<file path="config.mk">
export PLATFORM = sky130hd
export DESIGN_NAME = dual_irq_ctrl
export DESIGN_NICKNAME = d
export VERILOG_FILES = /design/src/rtl/irqc_pkg.sv /design/src/rtl/irqc_lowest_enc.sv /design/src/rtl/irqc_target.sv /design/src/rtl/dual_irq_ctrl.sv
export SDC_FILE = /design/constraint.sdc
export NUM_CORES = 1
export LEC_CHECK = 0
export BUFFER_PORTS_ARGS = -buffer_cell sky130_fd_sc_hd__buf_2
export CAP_MARGIN = 20
export CORE_MARGIN = 5
export CORE_UTILIZATION = 45
export CTS_CLUSTER_DIAMETER = 120
export DETAILED_ROUTE_END_ITERATION = 12
export PLACE_DENSITY = 0.66
export SLEW_MARGIN = 25
export SYNTH_ARGS = -nofsm -noshare
export SYNTH_HDL_FRONTEND = slang
export SYNTH_SLANG_ARGS = --single-unit
</file>
<file path="constraint.sdc">
create_clock -name clk -period 2.3 [get_ports clk]
set_input_delay 0.115 -clock clk [delete_from_list [all_inputs] [get_ports clk]]
set_output_delay 0.115 -clock clk [all_outputs]
set_load 0.1 [all_outputs]
</file>
<file path="src/rtl/irqc_pkg.sv">
package irqc_pkg;

  typedef enum logic [0:0] {
    REG_CAUSE = 1'b0,
    REG_MASK  = 1'b1
  } reg_kind_e;

  localparam int unsigned TGT_STRIDE = 8;
  localparam int unsigned MASK_SKEW  = 4;

  function automatic int unsigned reg_offset(input int unsigned tgt, input reg_kind_e kind);
    return tgt * TGT_STRIDE + ((kind == REG_MASK) ? MASK_SKEW : 0);
  endfunction

endpackage

</file>
<file path="src/rtl/irqc_lowest_enc.sv">
module irqc_lowest_enc #(
  parameter int NUM_SRC = 32,
  localparam int IDX_W = $clog2(NUM_SRC)
) (
  input  logic [NUM_SRC-1:0] vec_i,
  output logic [IDX_W-1:0]   idx_o,
  output logic               valid_o
);

  function automatic logic [IDX_W-1:0] first_set(input logic [NUM_SRC-1:0] v);
    logic [IDX_W-1:0] r;
    r = '0;
    for (int i = NUM_SRC - 1; i >= 0; i--) begin
      if (v[i]) r = IDX_W'(i);
    end
    return r;
  endfunction

  assign idx_o   = first_set(vec_i);
  assign valid_o = |vec_i;

endmodule

</file>
<file path="src/rtl/irqc_target.sv">
module irqc_target #(
  parameter int NUM_SRC = 32,
  localparam int IDX_W = $clog2(NUM_SRC)
) (
  input  logic               clk,
  input  logic               rst_n,
  input  logic [NUM_SRC-1:0] src_i,
  input  logic               cause_we,
  input  logic               mask_we,
  input  logic [NUM_SRC-1:0] wdata,
  output logic [NUM_SRC-1:0] cause_o,
  output logic [NUM_SRC-1:0] mask_o,
  output logic               irq_o,
  output logic [IDX_W-1:0]   idx_o,
  output logic               valid_o
);

  logic [NUM_SRC-1:0] cause_q, mask_q;
  logic [NUM_SRC-1:0] ack_vec;
  logic [NUM_SRC-1:0] pend_vec;
  logic               enc_valid;

  function automatic logic [NUM_SRC-1:0] next_cause(
    input logic [NUM_SRC-1:0] cur,
    input logic [NUM_SRC-1:0] ack,
    input logic [NUM_SRC-1:0] set
  );
    return (cur & ~ack) | set;
  endfunction

  assign ack_vec  = cause_we ? wdata : '0;
  assign pend_vec = cause_q & mask_q;

  always_ff @(posedge clk or negedge rst_n) begin
    if (!rst_n) begin
      cause_q <= '0;
      mask_q  <= '0;
    end else begin
      cause_q <= next_cause(cause_q, ack_vec, src_i);
      if (mask_we) mask_q <= wdata;
    end
  end

  irqc_lowest_enc #(.NUM_SRC(NUM_SRC)) u_enc (
    .vec_i   (pend_vec),
    .idx_o   (idx_o),
    .valid_o (enc_valid)
  );

  assign valid_o = enc_valid;
  assign irq_o   = |pend_vec;
  assign cause_o = cause_q;
  assign mask_o  = mask_q;

  assert_capture_R3: assert property (@(posedge clk) disable iff (!rst_n)
    1'b1 |=> ((cause_q & $past(src_i)) == $past(src_i)));

  assert_w1c_R4: assert property (@(posedge clk) disable iff (!rst_n)
    cause_we |=> ((cause_q & $past(wdata & ~src_i)) == '0));

  assert_keep_R4: assert property (@(posedge clk) disable iff (!rst_n)
    !cause_we |=> ((cause_q & $past(cause_q)) == $past(cause_q)));

  assert_irq_matches_enc_R6: assert property (@(posedge clk) disable iff (!rst_n)
    irq_o == enc_valid);

  assert_lowest_R7: assert property (@(posedge clk) disable iff (!rst_n)
    enc_valid |-> (pend_vec[idx_o] &&
                   ((pend_vec & ~({NUM_SRC{1'b1}} << idx_o)) == '0)));

  assert_mask_load_R9: assert property (@(posedge clk) disable iff (!rst_n)
    mask_we |=> (mask_q == $past(wdata)));

endmodule

</file>
<file path="src/rtl/dual_irq_ctrl.sv">
module dual_irq_ctrl #(
  parameter int NUM_SRC = 32,
  parameter int ADDR_W  = 8,
  localparam int NUM_TGT = 2,
  localparam int IDX_W = $clog2(NUM_SRC)
) (
  input  logic               clk,
  input  logic               rst_n,
  input  logic [NUM_SRC-1:0] src_i,
  input  logic               wr_en,
  input  logic               rd_en,
  input  logic [ADDR_W-1:0]  addr,
  input  logic [NUM_SRC-1:0] wdata,
  output logic [NUM_SRC-1:0] rdata,
  output logic [NUM_TGT-1:0] irq_o,
  output logic [IDX_W-1:0]   tgt0_idx,
  output logic               tgt0_valid,
  output logic [IDX_W-1:0]   tgt1_idx,
  output logic               tgt1_valid
);
  import irqc_pkg::*;

  logic [NUM_TGT-1:0]               cause_hit, mask_hit;
  logic [NUM_TGT-1:0][NUM_SRC-1:0]  cause_v, mask_v;
  logic [NUM_TGT-1:0][IDX_W-1:0]    idx_v;
  logic [NUM_TGT-1:0]               valid_v;
  logic                             any_hit;

  for (genvar t = 0; t < NUM_TGT; t++) begin : g_tgt
    assign cause_hit[t] = (addr == ADDR_W'(reg_offset(t, REG_CAUSE)));
    assign mask_hit[t]  = (addr == ADDR_W'(reg_offset(t, REG_MASK)));

    irqc_target #(.NUM_SRC(NUM_SRC)) u_tgt (
      .clk      (clk),
      .rst_n    (rst_n),
      .src_i    (src_i),
      .cause_we (wr_en & cause_hit[t]),
      .mask_we  (wr_en & mask_hit[t]),
      .wdata    (wdata),
      .cause_o  (cause_v[t]),
      .mask_o   (mask_v[t]),
      .irq_o    (irq_o[t]),
      .idx_o    (idx_v[t]),
      .valid_o  (valid_v[t])
    );
  end

  assign any_hit = |{cause_hit, mask_hit};

  always_comb begin
    rdata = '0;
    if (rd_en) begin
      for (int t = 0; t < NUM_TGT; t++) begin
        if (cause_hit[t]) rdata = cause_v[t];
        if (mask_hit[t])  rdata = mask_v[t];
      end
    end
  end

  assign tgt0_idx   = idx_v[0];
  assign tgt0_valid = valid_v[0];
  assign tgt1_idx   = idx_v[1];
  assign tgt1_valid = valid_v[1];

  assert_unmapped_read_R2: assert property (@(posedge clk) disable iff (!rst_n)
    (rd_en && !any_hit) |-> (rdata == '0));

  assert_one_hit_R2: assert property (@(posedge clk) disable iff (!rst_n)
    $onehot0({cause_hit, mask_hit}));

  assert_reset_quiet_R1: assert property (@(posedge clk)
    !rst_n |-> (irq_o == '0 && !tgt0_valid && !tgt1_valid));

endmodule

</file>
* Word level (Yosys, flattened, before mapping)
Index checks and enable logic that the tools add are counted.
** Word-level totals
- Memory bits (writable) :: 0
- Memories :: 0
- Bits of input ports :: 76
- Output and inout port bits :: 46
- Bits in latches :: 0
- Bits in registers :: 128
- Logic and storage cells :: 93
- ROM bits :: 0
** Operators by class
- Shift operators :: 0
- Add/subtract/negate cells :: 0
- Reductions and logical operators :: 3
- $mul :: 0
- $lt $le $gt $ge :: 0
- Bitwise gates (word level) :: 12
- Div/mod/pow operators :: 0
- Eq/ne operators :: 3
- Muxes and demuxes :: 71
** Operators by type and width (count)
- $mux 5 :: 64
- $mux 32 :: 7
- $and 32x32->32 :: 4
- $not 32->32 :: 2
- $or 32x32->32 :: 2
- $reduce_or 32->1 :: 2
- $eq 8x4->1 const B :: 2
- $eq 8x3->1 const B :: 1
- $logic_not 8->1 :: 1
- $and 1x1->1 :: 4

* Logic depth before layout (Yosys ltp)
Gate-level depths: netlist (run 1).
- Depth after elaboration :: 33
- Gate-level depth with buffers :: 7
- Depth with buffers taken out :: 5

* Modules after synthesis
Synthesis (run 1) repeated with hierarchy kept, for this count alone.
** Second synthesis, totals
- Cell total of the unflattened synthesis :: 645
- Area, all modules :: 7284.5 sq um
** By module, submodules not included
- irqc_target :: sequential area each 1601.5 sq um, cells an instance 212, instances 2, area each 2647.5 sq um
- dual_irq_ctrl :: sequential area each 0.0 sq um, cells an instance 91, instances 1, area each 1218.7 sq um
- irqc_lowest_enc :: sequential area each 0.0 sq um, cells an instance 65, instances 2, area each 385.4 sq um

* Worst setup path before layout (run 1)
Ideal clock, no wire load.
- Path kind :: reg2out
- Start :: reg g_tgt[1].u_tgt.mask_q[24]
- End :: out tgt1_idx[2]
- Arrival time :: 3.313 ns
- Path buffers :: 0
- Slack :: -1.128 ns
- Stages on the path, launching flop included :: 6
- Data required time :: 2.185 ns
- Cells stage by stage :: dfrtp_1 a22oi_1 o211ai_1 a21oi_1 o21bai_1 a311oi_1
** On the way
- Word-level cells in the longest chain between the ends :: 26
** RTL lines
- from (decl) :: line irqc_target.sv:18 : logic [NUM_SRC-1:0] cause_q, mask_q;
- from (signal assigned) :: line irqc_target.sv:40 : if (mask_we) mask_q <= wdata;
- $and 32x32->32 :: line irqc_target.sv:32 : assign pend_vec = cause_q & mask_q;
- $mux 5 (25 in a row) :: line irqc_lowest_enc.sv:14 : if (v[i]) r = IDX_W'(i);
- to (decl) :: line dual_irq_ctrl.sv:18 : output logic [IDX_W-1:0] tgt1_idx,
Every way passes these cells.

* Worst setup path in the final report (run 1)
- Start :: reg g_tgt[1].u_tgt.mask_q[17]
- End :: out tgt1_idx[2]
** On the way
- Word-level cells in the longest chain between the ends :: 19
** RTL lines (line)
- $and 32x32->32 :: irqc_target.sv:32
- $mux 5 (18 in a row) :: irqc_lowest_enc.sv:14
Every way passes these cells.

==> results.sh, run 1 <==
export IMPL_outcome="finished, final reports clean"
export IMPL_clkTransAtPathRegs_ns=0.06
export IMPL_gr_usage_all_layers_pct=24.74
export IMPL_drive_above_1_share_pct=40.95
export IMPL_synth_top_area_share_pct=44.32
export IMPL_hold_viol=0
export IMPL_gp_congestion=0.8906
export IMPL_ys_seq_area_share_pct=44.32
export IMPL_worst_setup_path_end_kind="output port"
export IMPL_post_route_util_pct=66.87
export IMPL_ys_warn_count=0
export IMPL_area_growth_syn_to_layout_pct=46.45
export IMPL_cts_buffer_depth=2
export IMPL_antennaDiodeCount=0
export IMPL_initialDrtViolationCount=577
export IMPL_drcViolationCount=0
export IMPL_start_util_pct=45.66
export IMPL_synth_top_cells_by_area="dfrtp_1, mux2_4, mux4_2"
export IMPL_criticalPathCategory="reg -> out"
export IMPL_fin_tns_setup_ns=0
export IMPL_vias=6230
export IMPL_cp_startpoint="g_tgt[1].u_tgt.mask_o[17]"
export IMPL_cts_sinks=128
export IMPL_slew_headroom_pct=56.30
export IMPL_cts_root_buf="clkbuf_16"
export IMPL_worstSkewPairLatency_ns=0.42
export IMPL_crit_arrival_ns=2.18
export IMPL_synth_distinct_cells=46
export IMPL_antenna_found_initial=0
export IMPL_hp_class="in -> async"
export IMPL_fin_area_um2=10580
export IMPL_ir_drop_mv=1.022
export IMPL_syn_inst=590
export IMPL_critPathRequiredTime_ns=2.18
export IMPL_leakagePower_nw=4.347
export IMPL_syn_cell_area_um2=7227
export IMPL_io_buffers=121
export IMPL_r2r_start="g_tgt[0].u_tgt.cause_o[4]"
export IMPL_nNetsFinal=908
export IMPL_finalCriticalPeriod_ns=2.294
export IMPL_yosysTopAreaCell="dfrtp_1"
export IMPL_grt_overflow_total=0
export IMPL_dpl_cell_count=915
export IMPL_first_global_vias=6516
export IMPL_cts_tree="done"
export IMPL_post_dp_cell_area_um2=8597
export IMPL_rows=46
export IMPL_synthFlopType="dfrtp_1"
export IMPL_fmax_mhz=436.0
export IMPL_synth_fp_nets=666
export IMPL_drv_slew=0
export IMPL_cp_max_fo=4
export IMPL_final_cell_count_no_fill=1061
export IMPL_core_um2=15830
export IMPL_ant_nets=0
export IMPL_grt_max_degree=65
export IMPL_wl_per_cell_um=21.53
export IMPL_wl_um=22840
export IMPL_r2r_slack_ns=0.94
export IMPL_max_cap_violations=0
export IMPL_r2r_cells=3
export IMPL_die_h_um=136.7
export IMPL_viasPerCell=5.872
export IMPL_syn_avg_cell_area_um2=12.25
export IMPL_synth_seq_cells=128
export IMPL_synth_edf_count=0
export IMPL_worst_slew_pin_slew_ns=0.6555
export IMPL_numCtsBuffers=17
export IMPL_ctsHtreeMaxLevel=4
export IMPL_power_density_nw_per_um2=704.6
export IMPL_rsz0062_at_grt="yes"
export IMPL_synthArstFlopShare_pct=100.0
export IMPL_fin_skew_ns=0
export IMPL_hpwl_um=15300
export IMPL_setup_viol_count_final=0
export IMPL_drtPass1Iterations=6
export IMPL_rr_endpoint="g_tgt[0].u_tgt.cause_o[4]"
export IMPL_ios=122
export IMPL_die_area_um2=18690
export IMPL_cp_start_kind="flop"
export IMPL_grt_pass1_wl_um=35260
export IMPL_dieWidth_um=136.7
export IMPL_period_share_pct=99.72
what timing repair did:
| item | CTS | global route |
|---|---|---|
| pin swaps | 12 | 14 |
| gates resized for setup | 31 | 40 |
| hold endpoints to repair | 255 | 0 |
| hold buffers | 92 | 0 |
| setup buffers | 10 | 12 |
| endpoints found under the setup margin | 13 | 14 |
through the flow:
stage / total power [W] / setup WS [ns] / hold slack (ns)
2_1_floorplan: 0.003697 / -0.1803 / -0.1806
3_3_place_gp: 0.004229 / 0.2136 / 0.01843
3_5_place_dp: 0.004245 / 0.1495 / 0.01951
4_1_cts: 0.007351 / -0.004637 / 0.1234
5_1_grt: 0.007696 / -0.04813 / 0.1555
6_report: 0.007458 / 0.006357 / 0.1296
cell type report:
| type | count | area (µm²) |
|---|---|---|
| Clock buffer | 19 | 452.9 |
| Clock inverter | 13 | 185.2 |
| Multi-Input combinational cell | 430 | 3944 |
| Timing Repair Buffer | 253 | 2514 |
| Sequential cell | 128 | 3211 |
| Fill cell | 1128 | 5244 |
| Tap cell | 216 | 270.3 |
| Inverter | 2 | 7.507 |
synth_stat cells, types with 8 or more instances:
cell type / count
and3_1: 31
a22o_1: 14
dfrtp_1: 128
nand2_1: 107
o21ai_0: 9
mux2_4: 60
nand3_1: 12
nor2_1: 8
a21o_1: 64
a21oi_1: 12
a22oi_1: 19
clkbuf_1: 9
mux4_2: 32
worst max-delay path by stage:
stage	to	slack, ns	depth (start not counted)
2_1_floorplan	tgt1_idx[2]	-0.18	5
3_3_place_gp	g_tgt[1].u_tgt.mask_o[0]	0.21	7
3_5_place_dp	g_tgt[1].u_tgt.mask_o[0]	0.15	7
4_1_cts	tgt1_idx[0]	-0.005	6
5_1_grt	tgt0_idx[1]	-0.05	6
6_report	tgt1_idx[2]	0.006	6
layer usage:
layer | track usage, % | wire length (µm)
met5 | 0 | 0
met1 | 31.36 | 9152
met4 | 9.071 | 701
met3 | 5.919 | 1637
met2 | 41.29 | 11350
kinds of logic after synthesis:
family / Yosys count / share of synthesized area (%)
AOI/OAI and AO/OA: 151 / 15.77
and+or+nand+nor: 183 / 12.50
buffers and inverters: 32 / 4.346
DFF: 128 / 44.32
muxes: 96 / 23.06
report_power, final:
part	switching [W]	total (W)	internal (W)
Combinational	0.00135	0.00218	0.000829
Clock	0.00103	0.00289	0.00187
Sequential	0.0000712	0.00238	0.00231
state kept, by name, indices dropped and copies added (netlist names):
register	count
g_tgt.u_tgt.cause_o	64
g_tgt.u_tgt.mask_o	64
layout by cell type, fill, tap and decap left out, drive strengths merged, types with 3 or more instances in the layout:
| master | netlist | routed |
|---|---|---|
| buf | 21 | 160 |
| dfrtp | 128 | 128 |
| nand2 | 107 | 107 |
| dlygate4sd3 | 0 | 92 |
| a21o | 64 | 64 |
| mux2 | 64 | 64 |
| and3 | 33 | 33 |
| mux4 | 32 | 32 |
| clkbuf | 9 | 20 |
| a22oi | 19 | 19 |
| a22o | 14 | 14 |
| nand3 | 13 | 13 |
| a21oi | 12 | 12 |
| nor2 | 10 | 10 |
| o21ai | 9 | 9 |
| and2 | 6 | 6 |
| a32o | 5 | 5 |
| clkinvlp | 0 | 5 |
| bufinv | 0 | 4 |
| nor2b | 4 | 4 |
| a32oi | 4 | 4 |
| o211ai | 3 | 3 |
| a222oi | 3 | 3 |
| inv | 2 | 3 |
| a221oi | 3 | 3 |
| nor3 | 3 | 3 |
| clkinv | 0 | 3 |
worst max-delay path: stages (launching register included):
cell       delay, ns
dfrtp_1         0.43
a22oi_2         0.29
nand2_2         0.12
a21oi_2         0.13
o21bai_1        0.09
a311oi_2        0.41
clkbuf_16       0.28
No activity file was read; power rests on OpenSTA's default activity.
==> run 2, diff against run 1 <==
==> constraint.sdc (replaced) <==
create_clock -name clk -period 2.61 [get_ports clk]
set_input_delay 0.1305 -clock clk [delete_from_list [all_inputs] [get_ports clk]]
set_output_delay 0.1305 -clock clk [all_outputs]
set_load 0.1 [all_outputs]
==> run 2 against run 1 <==
Against the previous run:
- via count down 5.1%
- design area is 7.7% lower
- global-route usage down 1.4 points
- critical path depth stayed put
- largest power group unchanged
==> results.sh, run 2 (same netlist as run 1, synthesis figures left out) <==
export IMPL_outcome="finished, final reports clean"
export IMPL_wl_per_cell_um=20.96
export IMPL_io_buffers=121
export IMPL_rows=46
export IMPL_ir_drop_mv=0.6220
export IMPL_grt_overflow_total=0
export IMPL_die_area_um2=18690
export IMPL_start_util_pct=45.66
export IMPL_final_common_cell="dfrtp_1"
export IMPL_fmax_mhz=391.3
export IMPL_setup_slack_ns=0.05472
export IMPL_period_share_pct=97.90
export IMPL_worst_setup_path_end_kind="output port"
export IMPL_drv_slew=0
export IMPL_critPathRequiredTime_ns=2.48
export IMPL_top_layer="met4"
export IMPL_initialDrtViolationCount=451
export IMPL_antennaDiodeCount=0
export IMPL_final_cell_mix="dfrtp_1, nand2_1, buf_2"
export IMPL_power_w=0.006191
export IMPL_fin_skew_ns=0
export IMPL_numCtsBuffers=17
export IMPL_viasPerCell=5.894
export IMPL_cts_sinks=128
export IMPL_core_um2=15830
export IMPL_slew_headroom_pct=56.64
export IMPL_cp_start_kind="flop"
export IMPL_setup_viol_count_final=0
export IMPL_nNetsFinal=853
export IMPL_whs_ns=0.006047
export IMPL_first_global_vias=6090
export IMPL_antenna_found_initial=0
export IMPL_grt_max_degree=62
export IMPL_crit_arrival_ns=2.42
export IMPL_cts_setup_buffers=0
export IMPL_cts_tree="done"
export IMPL_die_h_um=136.7
export IMPL_hpwl_um=14960
export IMPL_worstSkewPairLatency_ns=0.42
export IMPL_cts_buffer_depth=2
export IMPL_cp_max_fo=4
export IMPL_wl_met1_um=8748
export IMPL_route_met3_wl_um=1512
export IMPL_criticalPathCategory="reg -> out"
export IMPL_max_cap_violations=0
export IMPL_wl_um=21020
export IMPL_drive_above_1_share_pct=35.45
export IMPL_nFillCells=1188
export IMPL_area_growth_syn_to_layout_pct=35.13
export IMPL_clkTransAtPathRegs_ns=0.06
export IMPL_gr_usage_all_layers_pct=23.35
export IMPL_hp_class="in -> reg"
export IMPL_leakagePower_nw=4.095
export IMPL_wl_met2_um=10070
export IMPL_gp_congestion=0.9174
export IMPL_hold_viol=0
export IMPL_fin_tns_setup_ns=0
export IMPL_ant_nets=0
export IMPL_dieWidth_um=136.7
export IMPL_drcViolationCount=0
export IMPL_vias=5912
export IMPL_power_density_nw_per_um2=634.0
export IMPL_ios=122
export IMPL_drtPass1Iterations=5
export IMPL_worst_slew_pin_slew_ns=0.6503
export IMPL_cts_root_buf="clkbuf_16"
export IMPL_dp_slack_ns=0.3032
export IMPL_grt_pass1_wl_um=33350
export IMPL_finalCriticalPeriod_ns=2.555
export IMPL_ctsHtreeMaxLevel=4
==> run 2: cell types whose count changed in the layout (fill, tap and decap cells not counted), sizes merged, moves of 3 or more <==
cell and change:
dlygate4sd3 -31, buf -25, clkbuf +7, clkinvlp -4, clkinv -3
==> run 2: critical path, cell delays in order (launching register included) <==
cell      delay [ns]
dfrtp_1         0.38
nand2_1         0.15
a32o_1          0.31
a211oi_1        0.27
o21ai_0         0.18
a21oi_1         0.24
buf_2           0.48
==> run 2: report_power, final <==
part	total [W]	switching (W)	internal, W
clock network	0.00251	0.000846	0.00166
registers	0.00209	0.0000584	0.00203
logic	0.00159	0.00110	0.000486
==> run 2: final timing paths <==
path | cells after the start | slack, ns | endpoint | start
worst max-delay path | 6 | 0.05 | tgt0_idx[0] | g_tgt[0].u_tgt.mask_o[13]
worst min-delay path | 2 | 0.006 | g_tgt[1].u_tgt.mask_o[12] | wdata[12]
worst max register to register | 1 | 1.76 | g_tgt[0].u_tgt.mask_o[29] | g_tgt[0].u_tgt.mask_o[29]
worst min register to register | 1 | 0.51 | g_tgt[0].u_tgt.cause_o[6] | g_tgt[0].u_tgt.cause_o[6]
max in group asynchronous | 3 | 1.58 | g_tgt[0].u_tgt.cause_o[30] | rst_n
min in group asynchronous | 2 | 0.27 | g_tgt[1].u_tgt.cause_o[17] | rst_n
==> run 2: per-stage QoR <==
stage	util [%]	cell area (µm²)	std cells
after floorplan	-	7248	590
after global placement	53.60	8483	913
after detailed placement	53.60	8483	913
after CTS	61.45	9727	1003
after global routing	61.70	9766	1003
final	61.70	9766	1003
==> run 2: per-layer routing <==
metal	up-vias	GRT usage (%)
li1	2607	-
met1	3005	30.64
met2	257	37.05
met3	43	5.184
met4	0	10.75
met5	-	0
==> run 2: final cells by class <==
| class | count | area [µm²] | share of cell area (%) |
|---|---|---|---|
| clock buffers | 25 | 525.5 | 5.381 |
| clock inverters | 4 | 97.59 | 0.9994 |
| inverters | 2 | 7.507 | 0.07687 |
| multi-input cells | 430 | 3760 | 38.50 |
| flip-flops and latches | 128 | 3203 | 32.80 |
| well taps | 216 | 270.3 | 2.767 |
| repair buffers | 198 | 1902 | 19.47 |
==> run 2: repair_timing <==
item / in CTS / in global routing
pin swaps: 0 / 1
gates resized for setup: 3 / 11
endpoints found under the setup margin: 2 / 10
hold buffers: 61 / 0
hold endpoints to repair: 161 / 0
==> run 3, diff against run 2 <==
--- a/config.mk
+++ b/config.mk
@@ -11,7 +11,7 @@
 export CORE_UTILIZATION = 45
 export CTS_CLUSTER_DIAMETER = 120
 export DETAILED_ROUTE_END_ITERATION = 12
-export PLACE_DENSITY = 0.66
+export PLACE_DENSITY = 0.77
 export SLEW_MARGIN = 25
 export SYNTH_ARGS = -nofsm -noshare
 export SYNTH_HDL_FRONTEND = slang
==> run 3 against run 2 <==
Against the previous run:
- the run now ends with negative setup slack left
- final cell count rose by 1.5%
- largest cell class unchanged
- register-to-register slack got worse by 0.41 ns
- clock skew did not move
- utilization grew 0.73 points
- design area is 1.2% higher
==> results.sh, run 3 (same netlist as run 1, synthesis figures left out) <==
export IMPL_fin_tns_setup_ns=-0.03297
export IMPL_outcome="finished, violations left"
export IMPL_finalCriticalPeriod_ns=2.643
export IMPL_die_h_um=136.7
export IMPL_hp_class="in -> reg"
export IMPL_cp_start_kind="flop"
export IMPL_final_cell_count_no_fill=1018
export IMPL_die_area_um2=18690
export IMPL_grt_overflow_total=0
export IMPL_ctsHtreeMaxLevel=4
export IMPL_numCtsBuffers=17
export IMPL_clkTransAtPathRegs_ns=0.06
export IMPL_violations="negative setup slack"
export IMPL_drv_slew=0
export IMPL_fmax_mhz=378.4
export IMPL_wl_met1_um=9028
export IMPL_drive_above_1_share_pct=34.96
export IMPL_cts_root_buf="clkbuf_16"
export IMPL_nNetsFinal=864
export IMPL_worst_slew_pin_slew_ns=0.7292
export IMPL_r2r_cells=2
export IMPL_final_common_cell="dfrtp_1"
export IMPL_first_global_vias=6327
export IMPL_cts_buffer_depth=2
export IMPL_hpwl_um=14610
export IMPL_max_cap_violations=0
export IMPL_route_met3_wl_um=1678
export IMPL_viasPerCell=5.783
export IMPL_critPathRequiredTime_ns=2.48
export IMPL_cts_setup_buffers=0
export IMPL_grt_pass1_wl_um=33900
export IMPL_setup_viol_count_final=1
export IMPL_r2r_start="g_tgt[0].u_tgt.cause_o[9]"
export IMPL_post_route_util_pct=62.43
export IMPL_rr_endpoint="g_tgt[0].u_tgt.cause_o[9]"
export IMPL_grt_max_degree=129
export IMPL_wl_per_cell_um=21.01
export IMPL_criticalPathCategory="reg -> out"
export IMPL_wl_um=21390
export IMPL_initialDrtViolationCount=692
export IMPL_setup_slack_ns=-0.03297
export IMPL_start_util_pct=45.66
export IMPL_holdPathStages=2
export IMPL_final_cell_mix="dfrtp_1, nand2_1, buf_2"
export IMPL_gp_congestion=0.9169
export IMPL_io_buffers=121
export IMPL_vias=5887
export IMPL_ant_nets=0
export IMPL_crit_slowest_cell="buf_2"
export IMPL_leakagePower_nw=4.114
export IMPL_top_layer="met4"
export IMPL_dieWidth_um=136.7
export IMPL_hold_viol=0
export IMPL_rows=46
export IMPL_worst_setup_path_end_kind="output port"
export IMPL_dp_slack_ns=0.3861
export IMPL_hp_start="wdata[31]"
export IMPL_gr_usage_all_layers_pct=23.67
export IMPL_wl_met2_um=10280
export IMPL_antenna_found_initial=0
export IMPL_fin_skew_ns=0
export IMPL_drtPass1Iterations=5
export IMPL_area_growth_syn_to_layout_pct=36.72
export IMPL_period_share_pct=101.3
export IMPL_core_um2=15830
export IMPL_power_density_nw_per_um2=623.2
export IMPL_crit_arrival_ns=2.51
export IMPL_ios=122
export IMPL_ir_drop_mv=1.235
export IMPL_crit_chain="a22o_1 > o2111a_1 > o21ai_0 > a21oi_1 > o21ai_1 > buf_2"
export IMPL_drcViolationCount=0
export IMPL_dpl_cell_count=913
export IMPL_whs_ns=0.01834
export IMPL_r2r_slack_ns=1.35
export IMPL_cts_tree="done"
export IMPL_cp_max_fo=4
export IMPL_whs_endpoint="g_tgt[0].u_tgt.mask_o[31]"
export IMPL_slew_headroom_pct=51.39
export IMPL_critical_path_max_stage_delay_ns=0.48
export IMPL_worstSkewPairLatency_ns=0.42
export IMPL_cts_sinks=128
==> run 3: cell count changes in the layout (fill, tap and decap cells not counted), moves of 2 or more <==
cell,change
clkbuf_8,-4
clkinv_2,+4
buf_4,-2
buf_12,+2
dlygate4sd3_1,+11
==> run 3: worst max path at each step <==
stage	from	to	slack, ns
finish	g_tgt[0].u_tgt.mask_o[28]	tgt0_idx[1]	-0.03
global route	g_tgt[0].u_tgt.cause_o[4]	tgt0_idx[4]	-0.01
CTS	g_tgt[1].u_tgt.mask_o[5]	tgt1_idx[4]	0.01
detailed placement	addr[5]	g_tgt[0].u_tgt.cause_o[23]	0.39
global placement	g_tgt[1].u_tgt.mask_o[5]	tgt1_idx[4]	0.39
floorplan	g_tgt[1].u_tgt.mask_o[13]	tgt1_idx[0]	0.007
==> run 3: area by class of cell <==
type | count | area (µm²)
fill | 1203 | 5947
clock buffer | 22 | 474.2
timing repair buffer | 209 | 2034
sequential | 128 | 3203
tap | 216 | 270.3
clock inverter | 10 | 133.9
multi-input combinational | 430 | 3755
inverter | 2 | 7.507
antenna | 1 | 2.502
==> run 3: worst max-delay path: cells and delay by family (launching register included) <==
family                 cells  cell delay, ns
AOI/OAI and AO/OA          5            1.18
buffers and inverters      1            0.48
DFF                        1            0.42
==> run 3: timing repair <==
item / CTS / global route
hold buffers: 72 / 0
gates resized for setup: 2 / 10
gates cloned: 0 / 0
endpoints found under the hold margin: 248 / 0
endpoints found under the setup margin: 4 / 7
==> run 3: report_power, final <==
group | internal (W) | switching, W
sequential | 0.00203 | 0.0000587
combinational | 0.000499 | 0.00111
clock | 0.00157 | 0.000884
==> run 3: per-stage QoR <==
stage                     cell area, µm²  power [W]
final                               9881   0.006157
after global routing                9878   0.006349
after CTS                           9847   0.006147
after detailed placement            8511   0.003606
after global placement              8511   0.003598
after floorplan                     7248   0.003231
==> run 3: layer usage <==
layer  up-vias  GRT usage [%]
li1       2625              -
met1      2966          31.64
met2       264          37.92
met3        32          5.515
met4         0          8.343
met5         -              0
